**config.mk**
```make
export PLATFORM = sky130hd
export DESIGN_NAME = audio_dma_ctrl
export DESIGN_NICKNAME = d
export VERILOG_FILES = /design/src/rtl/adc_pkg.sv /design/src/rtl/adc_regs.sv /design/src/rtl/adc_fetch.sv /design/src/rtl/adc_irq.sv /design/src/rtl/audio_dma_ctrl.sv
export SDC_FILE = /design/constraint.sdc
export NUM_CORES = 1
export LEC_CHECK = 0
export CAP_MARGIN = 20
export CORE_UTILIZATION = 51
export DETAILED_ROUTE_END_ITERATION = 6
export GPL_ROUTABILITY_DRIVEN = 0
export GPL_TIMING_DRIVEN = 1
export HOLD_SLACK_MARGIN = 0.15
export PLACE_DENSITY_LB_ADDON = 0.1
export SLEW_MARGIN = 20
export SYNTH_ARGS = -nofsm -noshare
export SYNTH_HDL_FRONTEND = slang
export SYNTH_SLANG_ARGS = --single-unit
```
**constraint.sdc**
```tcl
create_clock -name clk -period 4.08 [get_ports clk]
set_input_delay 0.816 -clock clk [delete_from_list [all_inputs] [get_ports clk]]
set_output_delay 0.816 -clock clk [all_outputs]
set_load 0.01 [all_outputs]
```
**src/rtl/adc_pkg.sv**
```systemverilog
package adc_pkg;
    localparam logic [15:0] OFS_CONF0 = 16'h3600;
    localparam logic [15:0] OFS_GO    = 16'h3601;
    localparam logic [15:0] OFS_HALT  = 16'h3602;
    localparam logic [15:0] OFS_THR   = 16'h3603;
    localparam logic [15:0] OFS_SADDR = 16'h3604;
    localparam logic [15:0] OFS_EADDR = 16'h3608;
    localparam logic [15:0] OFS_MASK  = 16'h3614;
    localparam logic [15:0] OFS_POL   = 16'h3615;
    localparam logic [15:0] OFS_CONF1 = 16'h3616;
    localparam logic [15:0] OFS_BPOL  = 16'h361A;
    localparam logic [15:0] OFS_STAT  = 16'h0109;
    localparam logic [15:0] OFS_MUTE  = 16'h0189;
    localparam int          NUM_EVT   = 6;
    localparam int          DONE_BIT  = 2;
    localparam int          DONE_MASK = 7;
endpackage

```
**src/rtl/adc_regs.sv**
```systemverilog
module adc_regs
    import adc_pkg::*;
#(
    parameter int AW = 32,
    parameter int WL = 2
) (
    input  logic               clk,
    input  logic               rst_n,
    input  logic               wr,
    input  logic [15:0]        addr,
    input  logic [7:0]         wdata,
    input  logic [NUM_EVT-1:0] status,
    output logic [7:0]         rdata,
    output logic [AW-WL-1:0]   start_word,
    output logic [AW-WL-1:0]   stop_word,
    output logic [NUM_EVT-1:0] mask_gate,
    output logic [NUM_EVT-1:0] mute,
    output logic               go_cmd,
    output logic               halt_cmd,
    output logic [NUM_EVT-1:0] clr,
    output logic               fifo_rst
);
    localparam int NB = AW / 8;

    typedef struct packed {
        logic [AW-1:0]      sa;
        logic [AW-1:0]      ea;
        logic [3:0]         c0;
        logic [7:0]         thr;
        logic [7:0]         c1;
        logic [7:0]         pol;
        logic [7:0]         bpol;
        logic [7:0]         mask;
        logic [NUM_EVT-1:0] mute;
        logic               frst;
    } regs_t;

    regs_t q, d;

    always_comb begin
        d      = q;
        d.frst = 1'b0;
        if (wr) begin
            case (addr)
                OFS_CONF0: begin
                    d.c0   = wdata[3:0];
                    d.frst = wdata[7];
                end
                OFS_THR:   d.thr  = wdata;
                OFS_MASK:  d.mask = wdata;
                OFS_POL:   d.pol  = wdata;
                OFS_CONF1: d.c1   = wdata;
                OFS_BPOL:  d.bpol = wdata;
                OFS_MUTE:  d.mute = wdata[NUM_EVT-1:0];
                default: ;
            endcase
            for (int i = 0; i < NB; i++) begin
                if (addr == OFS_SADDR + 16'(i)) d.sa[8*i +: 8] = wdata;
                if (addr == OFS_EADDR + 16'(i)) d.ea[8*i +: 8] = wdata;
            end
        end
    end

    always_ff @(posedge clk or negedge rst_n) begin
        if (!rst_n) begin
            q      <= '0;
            q.mask <= 8'hFF;
            q.mute <= '1;
        end else begin
            q <= d;
        end
    end

    always_comb begin
        rdata = 8'h00;
        case (addr)
            OFS_CONF0: rdata = {4'h0, q.c0};
            OFS_THR:   rdata = q.thr;
            OFS_MASK:  rdata = q.mask;
            OFS_POL:   rdata = q.pol;
            OFS_CONF1: rdata = q.c1;
            OFS_BPOL:  rdata = q.bpol;
            OFS_STAT:  rdata = 8'(status);
            OFS_MUTE:  rdata = 8'(q.mute);
            default: ;
        endcase
        for (int i = 0; i < NB; i++) begin
            if (addr == OFS_SADDR + 16'(i)) rdata = q.sa[8*i +: 8];
            if (addr == OFS_EADDR + 16'(i)) rdata = q.ea[8*i +: 8];
        end
    end

    genvar g;
    generate
        for (g = 0; g < NUM_EVT; g++) begin : g_gate
            if (g == DONE_BIT) begin : g_done
                assign mask_gate[g] = q.mask[DONE_MASK];
            end else begin : g_evt
                assign mask_gate[g] = q.mask[g];
            end
        end
    endgenerate

    assign start_word = q.sa[AW-1:WL];
    assign stop_word  = q.ea[AW-1:WL];
    assign mute       = q.mute;
    assign fifo_rst   = q.frst;
    assign go_cmd     = wr && (addr == OFS_GO) && wdata[0];
    assign halt_cmd   = wr && (addr == OFS_HALT) && wdata[0];
    assign clr        = (wr && (addr == OFS_STAT)) ? wdata[NUM_EVT-1:0] : '0;
endmodule

```
**src/rtl/adc_fetch.sv**
```systemverilog
module adc_fetch #(
    parameter int AW = 32,
    parameter int WL = 2
) (
    input  logic             clk,
    input  logic             rst_n,
    input  logic             go_cmd,
    input  logic             halt_cmd,
    input  logic [AW-WL-1:0] start_word,
    input  logic [AW-WL-1:0] stop_word,
    input  logic             fifo_full,
    input  logic             mem_ack,
    output logic             mem_req,
    output logic [AW-1:0]    mem_addr,
    output logic             done
);
    typedef struct packed {
        logic             busy;
        logic [AW-WL-1:0] cur;
    } eng_t;

    eng_t q, d;
    logic last, acc;

    assign last     = (q.cur == stop_word);
    assign mem_req  = q.busy && !fifo_full;
    assign mem_addr = {q.cur, {WL{1'b0}}};
    assign acc      = mem_req && mem_ack;
    assign done     = acc && last && !halt_cmd;

    always_comb begin
        d = q;
        if (halt_cmd) begin
            d.busy = 1'b0;
        end else if (!q.busy) begin
            if (go_cmd) begin
                d.busy = 1'b1;
                d.cur  = start_word;
            end
        end else if (acc) begin
            if (last) d.busy = 1'b0;
            else      d.cur  = q.cur + 1'b1;
        end
    end

    always_ff @(posedge clk or negedge rst_n) begin
        if (!rst_n) q <= '0;
        else        q <= d;
    end
endmodule

```
**src/rtl/adc_irq.sv**
```systemverilog
module adc_irq
    import adc_pkg::*;
(
    input  logic               clk,
    input  logic               rst_n,
    input  logic [NUM_EVT-1:0] evt,
    input  logic               done,
    input  logic [NUM_EVT-1:0] clr,
    input  logic [NUM_EVT-1:0] mask_gate,
    input  logic [NUM_EVT-1:0] mute,
    output logic [NUM_EVT-1:0] status,
    output logic               irq
);
    typedef struct packed {
        logic [NUM_EVT-1:0] st;
    } irq_t;

    irq_t q, d;
    logic [NUM_EVT-1:0] set_v;

    always_comb begin
        set_v           = evt;
        set_v[DONE_BIT] = evt[DONE_BIT] | done;
        d.st            = (q.st & ~clr) | set_v;
    end

    always_ff @(posedge clk or negedge rst_n) begin
        if (!rst_n) q <= '0;
        else        q <= d;
    end

    assign status = q.st;
    assign irq    = |(q.st & ~mute & ~mask_gate);
endmodule

```
**src/rtl/audio_dma_ctrl.sv**
```systemverilog
module audio_dma_ctrl
    import adc_pkg::*;
#(
    parameter int ADDR_W     = 32,
    parameter int WORD_BYTES = 4
) (
    input  logic                clk,
    input  logic                rst_n,
    input  logic                reg_wr,
    input  logic [15:0]         reg_addr,
    input  logic [7:0]          reg_wdata,
    output logic [7:0]          reg_rdata,
    input  logic [NUM_EVT-1:0]  evt_in,
    input  logic                fifo_full,
    output logic                mem_req,
    output logic [ADDR_W-1:0]   mem_addr,
    input  logic                mem_ack,
    output logic                fifo_rst,
    output logic                irq
);
    localparam int WL = $clog2(WORD_BYTES);

    logic [ADDR_W-WL-1:0] start_word_w, stop_word_w;
    logic [NUM_EVT-1:0]   mask_gate_w, mute_w, clr_w, status_w;
    logic                 go_cmd_w, halt_cmd_w, done_w;

    adc_regs #(.AW(ADDR_W), .WL(WL)) u_regs (
        .clk(clk), .rst_n(rst_n), .wr(reg_wr), .addr(reg_addr), .wdata(reg_wdata),
        .status(status_w), .rdata(reg_rdata), .start_word(start_word_w),
        .stop_word(stop_word_w), .mask_gate(mask_gate_w), .mute(mute_w),
        .go_cmd(go_cmd_w), .halt_cmd(halt_cmd_w), .clr(clr_w), .fifo_rst(fifo_rst)
    );

    adc_fetch #(.AW(ADDR_W), .WL(WL)) u_fetch (
        .clk(clk), .rst_n(rst_n), .go_cmd(go_cmd_w), .halt_cmd(halt_cmd_w),
        .start_word(start_word_w), .stop_word(stop_word_w), .fifo_full(fifo_full),
        .mem_ack(mem_ack), .mem_req(mem_req), .mem_addr(mem_addr), .done(done_w)
    );

    adc_irq u_irq (
        .clk(clk), .rst_n(rst_n), .evt(evt_in), .done(done_w), .clr(clr_w),
        .mask_gate(mask_gate_w), .mute(mute_w), .status(status_w), .irq(irq)
    );
endmodule

```
==> run metrics <==
worst-skew pair later-pin latency 0.43 ns; met2 wire length 13200 um; mapped cell area roughly 8600 um2; Antenna Cells 0; Detail Placement HPWL 20200 um; Final ANT Viol Nets 0; Final Cycle Share 98.8%; row cnt 47; Core ar. 16500 um2; nature of the critical path endpoint primary output; Setup crit start kind input port; grt total ovfl 0; Power Internal about 0.0024 W; Fmax 248 MHz; largest net degree at the start of global routing 89; CTS tree built; post-route cell area 10600 um2; initial antenna violation count 0; Synth area leader dfrtp_1; Fin Clk Skew 0.00919 ns; Post-synth ARST share 100%; Post-Synthesis Cells 836; TritonCTS Buffers 17; hold buffers post-CTS 0; fin crit period 4.03 ns; Via density 6.40; post-synthesis area per instance 10.3 um2; maximum VDD drop 0.303 mV; Ys Warns 0; Buffers on Ports 75; root buf cell clkbuf_16; Clock power frac 45.0%; Final WS setup 0.0480 ns; DR vias approximately 7600; max_cap viols 0; Sw Share 25.8%; switching power 0.000837 W; clock transition at the registers of the reported paths 0.06 ns; Hold Path Class input port to async pin; Cells after DPL 1145; cell leakage power ~4.7 nW; CTS Sinks 152; number of distinct library cells after synthesis 76; Layout Area Growth over Synthesis 23.7%; DR top layer met4; Logic pwr share just under 8%; final hold vios 0; register bit count reported by yosys 152; Reg power frac roughly 47%; Die Y 132 um; Total Routed Length 28100 um; level count of the clock H-tree 4; Crit Reg-Reg Startpoint u_fetch.mem_addr[9]; placed instance area slightly below 10000 um2; top cells by area, synth dfrtp_1 40%, mux2_2 15%, dfstp_2 4.3%; CP Data Required Time about 3.3 ns; power density over the cells ~300 nW/um2; first-pass GRT wire length 43800 um; CP Launch Point reg_addr[14]; chip width 132 um; detailed-route DRC error count 0; Initial Utilization 52.1%; pre-CTS setup slack -0.763 ns; top cell type's share of synthesized area 40.1%; status complete, no violations; Final setup viols 0; worst slew pin tran roughly 0.86 ns; EDFF count, synth 0; R2R Setup Slk 0.95 ns; WHS 0.453 ns; Die ar. 17400 um2; met3 wire length 1960 um; post-synthesis sequential area ratio 44.4%; count of pins over their slew limit 0; M1 WL around 11000 um; Arr. time, crit path 3.22 ns; share of cells above drive strength 1 33.9%; router iterations before antenna repair 5; most numerous cell in the Yosys netlist dfrtp_1; top post-synthesis cells by count 138 x dfrtp_1, 114 x mux2_2, 64 x o21ai_0; final cell count without fillers between 1000 and 1500; Crit Path Category input port to primary output; Max FO, Critical Path 3; io pins 78; DRT iter0 DRCs a little under 900; GRT Total Usage 33.4%; max-slew headroom at the worst pin between 40 and 50%; nets@finish 989; vias in the first global route 7425; Synth Flop Type dfrtp_1; DR WL/cell 23.7 um; clock buffer depth 2
[sequential cells by signal, indices dropped and copies added (netlist names), 6 cells and up]
register	flops
u_irq.status	6
u_regs.q	42
u_regs.stop_word	30
u_regs.mute	6
u_regs.start_word	30
u_regs.mask_gate	6
u_fetch.mem_addr	30
[area by class of cell]
cell class                      instances  area, um2
Tap cell                              220        275
Clock inverter                         12       93.8
Multi-Input combinational cell        598       4460
Timing Repair Buffer                  178       1520
Sequential cell                       152       3820
Inverter                                6       22.5
Fill cell                            1312       5880
Clock buffer                           20        447
[cell families (layout without fill, tap and decap cells)]
| family | count (synthesis) | after routing | share of synthesized area [%] |
|---|---|---|---|
| simple gates | 249 | 249 | 17.0 |
| compound gates | 197 | 197 | 14.3 |
| flops | 152 | 152 | 44.4 |
| mux | 119 | 119 | 15.5 |
| buf+inv | 87 | 216 | 5.59 |
| xor+xnor | 30 | 30 | 3.05 |
| fa+ha+maj | 1 | 1 | 0.145 |
| other cells | 1 | 2 | 0.0436 |
[power by group through the flow]
stage,combinational [W],sequential (W),clock [W]
after global routing,0.000275,0.00153,0.00154
after detailed placement,0.000248,0.00155,0
after global placement,0.000243,0.00155,0
after CTS,0.000251,0.00153,0.00148
final,0.000257,0.00153,0.00146
after floorplan,0.000106,0.00155,0
[routing by layer]
layer | up-vias | track usage (%)
met5 | - | 0
li1 | 3329 | -
met4 | 0 | 18.7
met2 | 404 | 53.6
met1 | 3744 | 42.7
met3 | 110 | 6.11
[worst max-delay path, cell delays in order]
cell and delay (ns):
buf_2 0.12, or4b_4 0.57, buf_6 0.15, nor4_4 0.30
a221o_1 0.26, a221oi_2 0.06, a221o_1 0.33, a311oi_2 0.22
buf_4 0.16, a221o_1 0.11, buf_2 0.13
[placed cells by master (no fill, tap or decap), types with 5 or more instances in the layout]
| cell type | n |
|---|---|
| nand2_1 | 56 |
| o22ai_1 | 5 |
| dlygate4sd2_1 | 6 |
| buf_6 | 10 |
| nor3b_1 | 5 |
| inv_1 | 6 |
| nand4_1 | 17 |
| nor4_1 | 9 |
| buf_2 | 6 |
| a22oi_1 | 11 |
| a21o_1 | 6 |
| clkdlybuf4s50_1 | 50 |
| nor4_4 | 6 |
| a21oi_1 | 40 |
| a31oi_1 | 14 |
| clkbuf_2 | 8 |
| nor2_1 | 44 |
| and2_1 | 5 |
| dfrtp_1 | 138 |
| nand3_1 | 20 |
| xnor2_1 | 30 |
| o21ai_1 | 12 |
| clkbuf_16 | 17 |
| dfstp_2 | 14 |
| o21ai_0 | 63 |
| buf_4 | 93 |
| nor3_2 | 6 |
| a221oi_1 | 5 |
| or4b_4 | 6 |
| and3_1 | 11 |
| nor3_1 | 18 |
| a222oi_1 | 5 |
| mux2_2 | 114 |
| a221o_1 | 6 |
[path summary, 6_finish.rpt]
kind | endpoint | cells past startpoint
worst min-delay path | u_fetch.mem_addr[13] | 1
worst max-delay path | reg_rdata[2] | 11
min in group clk | u_regs.q[51] | 1
worst min register to register | u_regs.q[51] | 1
worst max register to register | u_fetch.mem_addr[2] | 7
max in group asynchronous | u_regs.q[9] | 2
[through the flow]
stage                     power, W  utilization [%]  TNS, ns
after global routing       0.00334             64.4  -0.0278
after CTS                  0.00325             64.1        0
after detailed placement   0.00180             60.0    -4.61
after floorplan            0.00166                -        0
after global placement     0.00180             60.0    -4.51
final                      0.00324             64.4        0
[repair_timing]
item                                   4_1_cts  5_1_grt
gates resized for setup                     77       32
setup endpoints to repair                    8        8
pin swaps                                   20       16
endpoints found under the hold margin        0        0
buffers inserted                             5        4
Note: power is estimated with default switching activity, not from simulation.
